$ cat src/rtl/cpx_pkg.sv
package cpx_pkg;

  typedef enum logic [1:0] {
    HS_ABSENT = 2'b00,
    HS_WAIT   = 2'b01,
    HS_GO     = 2'b10,
    HS_LAST   = 2'b11
  } cpx_hs_e;

  typedef enum logic [2:0] {
    ST_IDLE = 3'd0,
    ST_DEC  = 3'd1,
    ST_EXE1 = 3'd2,
    ST_EXEN = 3'd3,
    ST_MEM  = 3'd4,
    ST_WB   = 3'd5
  } cpx_st_e;

  function automatic logic hs_holds(input logic [1:0] code);
    return (code == HS_WAIT) || (code == HS_GO);
  endfunction

endpackage

$ cat src/rtl/cpx_hs_seq.sv
module cpx_hs_seq
  import cpx_pkg::*;
(
  input  logic       clk,
  input  logic       rst,
  input  logic       issue_vld,
  input  logic       issue_cond,
  input  logic [1:0] hs_dec,
  input  logic [1:0] hs_exe,
  output cpx_st_e    st,
  output logic       accept,
  output logic       req_n,
  output logic       pass,
  output logic       stall,
  output logic       commit,
  output logic       undef
);

  cpx_st_e st_q, st_d;
  logic    cond_q;
  logic    undef_q, undef_d;
  logic [1:0] seen;
  logic    seen_vld;

  // Which handshake bus counts in this cycle.
  always_comb begin
    seen     = HS_ABSENT;
    seen_vld = 1'b0;
    if (st_q == ST_EXE1 && cond_q) begin
      seen     = hs_dec;
      seen_vld = 1'b1;
    end else if (st_q == ST_EXEN) begin
      seen     = hs_exe;
      seen_vld = 1'b1;
    end
  end

  always_comb begin
    st_d    = st_q;
    undef_d = 1'b0;
    unique case (st_q)
      ST_IDLE: if (issue_vld) st_d = ST_DEC;
      ST_DEC:  st_d = ST_EXE1;
      ST_EXE1, ST_EXEN: begin
        if (!seen_vld) begin
          st_d = ST_IDLE;
        end else if (seen == HS_LAST) begin
          st_d = ST_MEM;
        end else if (seen == HS_ABSENT) begin
          st_d    = ST_IDLE;
          undef_d = 1'b1;
        end else begin
          st_d = ST_EXEN;
        end
      end
      ST_MEM:  st_d = ST_WB;
      ST_WB:   st_d = ST_IDLE;
      default: st_d = ST_IDLE;
    endcase
  end

  always_ff @(posedge clk) begin
    if (rst) begin
      st_q    <= ST_IDLE;
      cond_q  <= 1'b0;
      undef_q <= 1'b0;
    end else begin
      st_q    <= st_d;
      undef_q <= undef_d;
      if (st_q == ST_IDLE && issue_vld) cond_q <= issue_cond;
    end
  end

  assign st     = st_q;
  assign accept = (st_q == ST_IDLE) && issue_vld;
  assign req_n  = !((st_q == ST_DEC) || (st_q == ST_EXE1));
  assign pass   = (st_q == ST_EXE1) && cond_q;
  assign stall  = seen_vld && hs_holds(seen);
  assign commit = (st_q == ST_MEM);
  assign undef  = undef_q;

endmodule

$ cat src/rtl/cpx_data_stage.sv
module cpx_data_stage
  import cpx_pkg::*;
#(
  parameter int DW = 32,
  parameter int IW = 32,
  parameter int RW = 4
) (
  input  logic          clk,
  input  logic          rst,
  input  logic          accept,
  input  cpx_st_e       st,
  input  logic [IW-1:0] issue_instr,
  input  logic          issue_mrc,
  input  logic [RW-1:0] issue_rd,
  input  logic [DW-1:0] issue_src,
  input  logic [DW-1:0] cp_din,
  output logic [IW-1:0] cp_instr,
  output logic [DW-1:0] cp_dout,
  output logic          rf_we,
  output logic [RW-1:0] rf_widx,
  output logic [DW-1:0] rf_wdata
);

  logic [IW-1:0] instr_q;
  logic          mrc_q;
  logic [RW-1:0] rd_q;
  logic [DW-1:0] src_q;

  // Operands are captured once, when the request is taken.
  always_ff @(posedge clk) begin
    if (rst) begin
      instr_q <= '0;
      mrc_q   <= 1'b0;
      rd_q    <= '0;
      src_q   <= '0;
    end else if (accept) begin
      instr_q <= issue_instr;
      mrc_q   <= issue_mrc;
      rd_q    <= issue_rd;
      src_q   <= issue_src;
    end
  end

  // Leaving the memory stage: load outbound data, or sample inbound data.
  always_ff @(posedge clk) begin
    if (rst) begin
      cp_dout  <= '0;
      rf_we    <= 1'b0;
      rf_widx  <= '0;
      rf_wdata <= '0;
    end else begin
      cp_dout <= (st == ST_MEM && !mrc_q) ? src_q : '0;
      rf_we   <= (st == ST_MEM) && mrc_q;
      if (st == ST_MEM && mrc_q) begin
        rf_widx  <= rd_q;
        rf_wdata <= cp_din;
      end
    end
  end

  assign cp_instr = instr_q;

endmodule

$ cat src/rtl/cpx_xfer_ctrl.sv
module cpx_xfer_ctrl
  import cpx_pkg::*;
#(
  parameter int DW   = 32,
  parameter int IW   = 32,
  parameter int NREG = 16,
  localparam int RW  = (NREG > 1) ? $clog2(NREG) : 1
) (
  input  logic          clk,
  input  logic          rst,
  input  logic          issue_vld,
  input  logic [IW-1:0] issue_instr,
  input  logic          issue_mrc,
  input  logic          issue_cond,
  input  logic [RW-1:0] issue_rd,
  input  logic [DW-1:0] issue_src,
  output logic          cp_req_n,
  output logic [IW-1:0] cp_instr,
  output logic          cp_pass,
  input  logic [1:0]    cp_hs_dec,
  input  logic [1:0]    cp_hs_exe,
  output logic [DW-1:0] cp_dout,
  input  logic [DW-1:0] cp_din,
  output logic          stall,
  output logic          commit,
  output logic          undef,
  output logic          rf_we,
  output logic [RW-1:0] rf_widx,
  output logic [DW-1:0] rf_wdata
);

  cpx_st_e st;
  logic    accept;

  cpx_hs_seq u_seq (
    .clk        (clk),
    .rst        (rst),
    .issue_vld  (issue_vld),
    .issue_cond (issue_cond),
    .hs_dec     (cp_hs_dec),
    .hs_exe     (cp_hs_exe),
    .st         (st),
    .accept     (accept),
    .req_n      (cp_req_n),
    .pass       (cp_pass),
    .stall      (stall),
    .commit     (commit),
    .undef      (undef)
  );

  cpx_data_stage #(.DW(DW), .IW(IW), .RW(RW)) u_data (
    .clk         (clk),
    .rst         (rst),
    .accept      (accept),
    .st          (st),
    .issue_instr (issue_instr),
    .issue_mrc   (issue_mrc),
    .issue_rd    (issue_rd),
    .issue_src   (issue_src),
    .cp_din      (cp_din),
    .cp_instr    (cp_instr),
    .cp_dout     (cp_dout),
    .rf_we       (rf_we),
    .rf_widx     (rf_widx),
    .rf_wdata    (rf_wdata)
  );

endmodule

$ cat config.mk
export PLATFORM = sky130hd
export DESIGN_NAME = cpx_xfer_ctrl
export DESIGN_NICKNAME = d
export VERILOG_FILES = /design/src/rtl/cpx_pkg.sv /design/src/rtl/cpx_hs_seq.sv /design/src/rtl/cpx_data_stage.sv /design/src/rtl/cpx_xfer_ctrl.sv
export SDC_FILE = /design/constraint.sdc
export NUM_CORES = 1
export LEC_CHECK = 0
export ABC_AREA = 1
export ABC_CLOCK_PERIOD_IN_PS = 1900
export BUFFER_PORTS_ARGS = -buffer_cell sky130_fd_sc_hd__buf_4
export CORE_UTILIZATION = 40
export CTS_CLUSTER_DIAMETER = 200
export DETAILED_ROUTE_END_ITERATION = 8
export PLACE_DENSITY = 0.74
export SYNTH_ARGS = -nofsm -noshare
export SYNTH_HDL_FRONTEND = slang
export SYNTH_SLANG_ARGS = --single-unit
$ cat constraint.sdc
create_clock -name clk -period 1.9 [get_ports clk]
set_input_delay 0.57 -clock clk [delete_from_list [all_inputs] [get_ports clk]]
set_output_delay 0.57 -clock clk [all_outputs]
set_load 0.005 [all_outputs]
# == Word-level counts from Yosys, hierarchy flattened ==
# Index checks and enable logic that the tools add are counted.
# Widths: inputs -> output; s select.
# totals
out_inout_bits,106
word_cells,46
reg_bits,143
# classes
n_mux,10
bitwise,3
eq_ne,8
n_reduce_logical,14
# ops
op,count
$pmux 3 s4,1
$mux 3,3
$eq 3x2->1 const B,2
$mux 2,3
$logic_and 1x1->1,5
$eq 2x2->1 const B,2
$reduce_or 2->1,2
$reduce_or 4->1,1
$eq 3x1->1 const B,1
$eq 3x3->1 const B,1
$logic_not 3->1,1
$mux 1,3
$not 1->1,3
$eq 2x1->1 const B,1
$logic_not 1->1,2
$logic_not 2->1,1
$logic_or 1x1->1,2
$ne 2x2->1 const B,1

# == Longest topological paths before layout ==
# depth
word_depth,8
depth_mapped,8
depth_no_buf,8

# == Hierarchy ==
# Synthesis repeated with hierarchy kept, for this count alone.
# unflattened
cells_unflattened,729
hier_area_um2,5550.3
# modules_own_cells
mod,area_per_inst_um2,instances,cells_per_inst,seq_area_each_um2
cpx_data_stage,5203.7,1,675,2762.6
cpx_hs_seq,346.6,1,54,100.1

# == Worst setup path after synthesis ==
# Ideal clock, no wire load.
# synth_timing
kind,register to output
start,"register u_seq.st_q[0], in the netlist u_seq.st[0]"
end,output port stall
setup_slack_ns,0.137
arrival_time_ns,1.193
stages_incl_launch_ff,9
path_buffers,0
required_time_ns,1.330
path_cell_list,dfxtp_1 -> nor2_1 -> nand3_1 -> inv_1 -> nand2_1 -> o21ai_0 -> ha_1 -> nand2_1 -> inv_1
# synth_via
elab_chain_len,6
elab_cells_between_ends,11
# synth_rtl
element,line,source
from (decl),cpx_hs_seq.sv:19,"cpx_st_e st_q, st_d;"
from (signal assigned),cpx_hs_seq.sv:68,st_q <= st_d;
$eq 3x2->1 (*),--,
$logic_and 1x1->1 (*),--,
via cp_pass,cpx_xfer_ctrl.sv:19,"output logic cp_pass,"
$mux 2,cpx_hs_seq.sv:29,if (st_q == ST_EXE1 && cond_q) begin
$eq 2x1->1 / $eq 2x2->1 (equally long branches),cpx_pkg.sv:20,return (code == HS_WAIT) || (code == HS_GO);
$logic_or 1x1->1,cpx_pkg.sv:20,
$logic_and 1x1->1 (*),cpx_hs_seq.sv:78,assign stall = seen_vld && hs_holds(seen);
to (decl),cpx_xfer_ctrl.sv:24,"output logic stall,"
# Mark *: on every way through the listed nets, which the timed path passes. The rest lies on a longest branch.

# == Worst setup path in the final report ==
# layout_timing
start,"register u_seq.st_q[2], in the netlist u_seq.st[2]"
end,output port stall
# layout_via
elab_chain_len,6
elab_cells_between_ends,11
# layout_rtl
element,line
"$eq 3x2->1, on equally long branches","cpx_hs_seq.sv:32, cpx_hs_seq.sv:29"
$mux 2 / $logic_and 1x1->1 (equally long branches),"cpx_hs_seq.sv:32, cpx_hs_seq.sv:29"
$mux 2,cpx_hs_seq.sv:29
$eq 2x1->1 / $eq 2x2->1 (equally long branches),cpx_pkg.sv:20
$logic_or 1x1->1,cpx_pkg.sv:20
$logic_and 1x1->1 (*),cpx_hs_seq.sv:78
# Mark *: on every way between the ends. The rest lies on a longest branch, timed or not.

==> key figures <==
Yosys
  • Syn_nets: 757
  • Simple-gate portion of the synthesized area: 27.48%
  • Cells after Synth: 646
  • Post-synthesis sequential area ratio: about 57%
  • Adder-cell area share of the yosys netlist: 0.4965%
  • Library cells used by synthesis: 21
  • Post-synthesis xor/xnor area fraction: 0%
  • Compound-Gate Fraction of Synth Area: 7.746%
  • Largest family of logic cells by synthesized area: simple AND/OR/NAND/NOR gates
  • Multiplexer area fraction after synthesis: 0%
  • Syn_area_per_cell: 7.802 µm²
  • Synth warn: 0
  • Synth Register Bits: 143
  • Cell Area, Synth: 5040 µm²

Power and ir drop
  • Switching part of the total: 22.31%
  • Leakage Power: ~3.8 nW
  • Clock power frac: 47.1%
  • Worst VDD drop: about 500 µV
  • Seq pwr share: 42.3%
  • Sw Pwr: about 1.7 mW
  • Internal power: 5.859 mW
  • Gate power share: 10.6%
  • P per Cell Area: 980.0 nW/µm²

Critical path
  • Slowest stage cell, crit path: dfxtp_4
  • CP Capture Type: primary output
  • Reg2reg path depth: 16
  • R2r setup slk: -0.17 ns
  • CP Cell Sequence: nor2_4, nand3_2, inv_2, nand2_2, o21ai_2, ha_1, nand2_2, inv_2, buf_6
  • WS Path Type: register to primary output
  • CP required: 1.33 ns
  • CP Data Arrival Time: about 1.7 ns
  • Max incr delay on CP: 0.36 ns
  • Crit-path max FO: 3
  • Startpoint types: register

Floorplan
  • Rows: 40
  • Initial Utilization: 41.44%
  • Die span in y: 114.2 µm
  • Ports: around 220
  • Die Wd: 114.2 µm
  • Core outline area: 12160 µm²
  • DIE AREA: 13050 µm²

Routing
  • DR iter-0 viols: ~350
  • Residual DRC count: 0
  • Drt via density: approximately 4.7
  • Detailed Route WL: approximately 14 mm
  • Remaining antenna violation count: 0
  • Routed WL per cell: around 13 µm
  • Via count: 4963
  • 1st-pass router iterations: 4

Global routing
  • Total track usage: 21.84%
  • First-pass GRT wire length: 22.26 mm
  • Vias in the first global route: 4674
  • Largest net degree at the start of global routing: just under 70
  • Global route overflow: 0
  • Initial antenna violation count: 0

Run status
  • Violated checks: negative setup slack
  • Outcome: complete, but fails checks

STA
  • Fin crit share: 121.8%
  • Max-slew violation count: 0
  • RSZ-0062 raised after global routing: yes
  • Period minus WS final: about 2.3 ns
  • Slew margin rel.: 69.52%
  • Worst Setup Slack, final: -0.4149 ns
  • Slew @ Worst Pin: 0.4572 ns
  • Clk_skew: 0.006751 ns
  • Hold Violations, Final: 0
  • Final setup violation count: 4
  • Final Hold Slack: approximately 0.38 ns
  • Achievable Freq: 432.0 MHz

Placement
  • # port buffers: 214
  • Post-Place Setup Slack: -0.09003 ns
  • DPL Wire Length: 8.634 mm
  • Routability cong.: approximately 0.8

CTS
  • H-tree Lvls: 4
  • CTS tree: yes
  • Num CTS Buffers: 17
  • Clock slew at reported path FFs: 0.06 ns
  • Clk Latency, worst-skew pair: 0.41 ns
  • Clock sinks: 143
  • Hold Buf Count CTS: 0
  • Root buf cell: clkbuf_16
  • Max clock buf depth: 2

Cells and area
  • Nets: slightly below 1k
  • Layout area overhead: 52.68%
  • Number of diodes: 0
  • Share of post-route cells with drive strength above 1: 34.54%

Min path
  • Worst hold path depth: 3
  • HP Class: primary input to register

Run
  • Total of max-cap violations: 0
-- cell families (layout without fill, tap and decap cells) --
family,Yosys count,count (layout)
compound gates,78,78
fa+ha+maj,2,2
buf+inv,89,329
flops,143,143
simple gates,334,334
-- worst max-delay path, delay by kind of cell (launching register included) --
kind,cells,cell delay [ns]
and+or+nand+nor,4,0.37
DFF,1,0.36
adders and majority gates,1,0.28
AOI/OAI and AO/OA,1,0.07
buffers and inverters,3,0.25
-- path summary, 6_finish.rpt --
path | from | to
max | u_seq.st[2]$_SDFFE_PP0P_ | stall
min | cp_din[26] | u_data.rf_wdata[26]$_SDFFE_PP0P_
max reg2reg | u_seq.st[2]$_SDFFE_PP0P_ | u_seq.undef$_SDFF_PP0_
min reg2reg | u_data.src_q[16]$_SDFFE_PP0P_ | u_data.cp_dout[16]$_SDFF_PP0_
-- what timing repair did --
item                                    CTS  global route
buffers inserted                         20             6
resized for setup                        18            10
endpoints found under the setup margin    3             6
pin swaps                                 7             6
-- cells in the mapped netlist, drive strengths merged --
library cell	instances	share of area, %
dfxtp	143	57
clkinv	1	0.074
nor2	175	13
o21ai	38	3.8
and3	1	0.12
nand2	114	8.6
inv	44	3.3
nand4	37	4.6
clkbuf	19	1.4
buf	25	2.7
ha	2	0.50
nand3	6	0.70
nand3b	1	0.15
a21oi	40	4.0
-- stage by stage --
| step | util, % | TNS [ns] | cell area (µm²) | power (mW) | instances |
|---|---|---|---|---|---|
| 3_3_place_gp | 55.99 | -0.06413 | 6809 | 3.986 | 1001 |
| 4_1_cts | 62.91 | -0.8366 | 7651 | 7.577 | 1053 |
| 3_5_place_dp | 55.99 | -0.09003 | 6809 | 3.997 | 1001 |
| 2_1_floorplan | - | 0 | 5040 | 3.641 | 646 |
| 5_1_grt | 63.27 | -0.9725 | 7695 | 7.863 | 1054 |
| 6_report | 63.27 | -0.6817 | 7695 | 7.541 | 1054 |
-- layout make-up --
class                           count  area, µm²
Inverter                           45      168.9
Fill cell                        1076       4467
Tap cell                          168      210.2
Timing Repair Buffer              252       1944
Clock inverter                     10      156.4
Sequential cell                   143       2870
Clock buffer                       22      484.2
Multi-Input combinational cell    414       1861
-- registers in the layout, summed over array words and instances (netlist names), 3 cells and up --
name and flops:
u_data.cp_instr 32, u_data.rf_wdata 32, u_data.src_q 32, u_data.rd_q 4, u_seq.st 3, u_data.rf_widx 4, u_data.cp_dout 32
-- power by group through the flow --
stage                     clock network [mW]  logic [mW]  registers [mW]
after floorplan                            0       0.390            3.25
after global placement                     0       0.739            3.25
after detailed placement                   0       0.746            3.25
after CTS                               3.62       0.773            3.19
after global routing                    3.77       0.892            3.20
final                                   3.55       0.800            3.19
-- metal layers --
| layer | up-vias | global-route usage, % | routed length, µm | share of wire, % |
|---|---|---|---|---|
| li1 | 2486 | - | - | - |
| met1 | 2253 | 26.37 | 6030 | 43 |
| met2 | 192 | 34.55 | 6625 | 47 |
| met3 | 32 | 7.570 | 1053 | 7.5 |
| met4 | 0 | 11.00 | 359 | 2.6 |
| met5 | - | 0 | 0 | 0 |
-- cell usage in the layout (no fill, tap or decap), drive strengths merged --
cell,n
nor2,175
nand3b,1
clkinvlp,1
ha,2
nand4,37
dfxtp,143
bufinv,4
clkinv,4
and3,1
a21oi,40
inv,46
clkbuf,22
nand3,6
buf,252
o21ai,38
nand2,114
(Power assumes the default switching activity.)
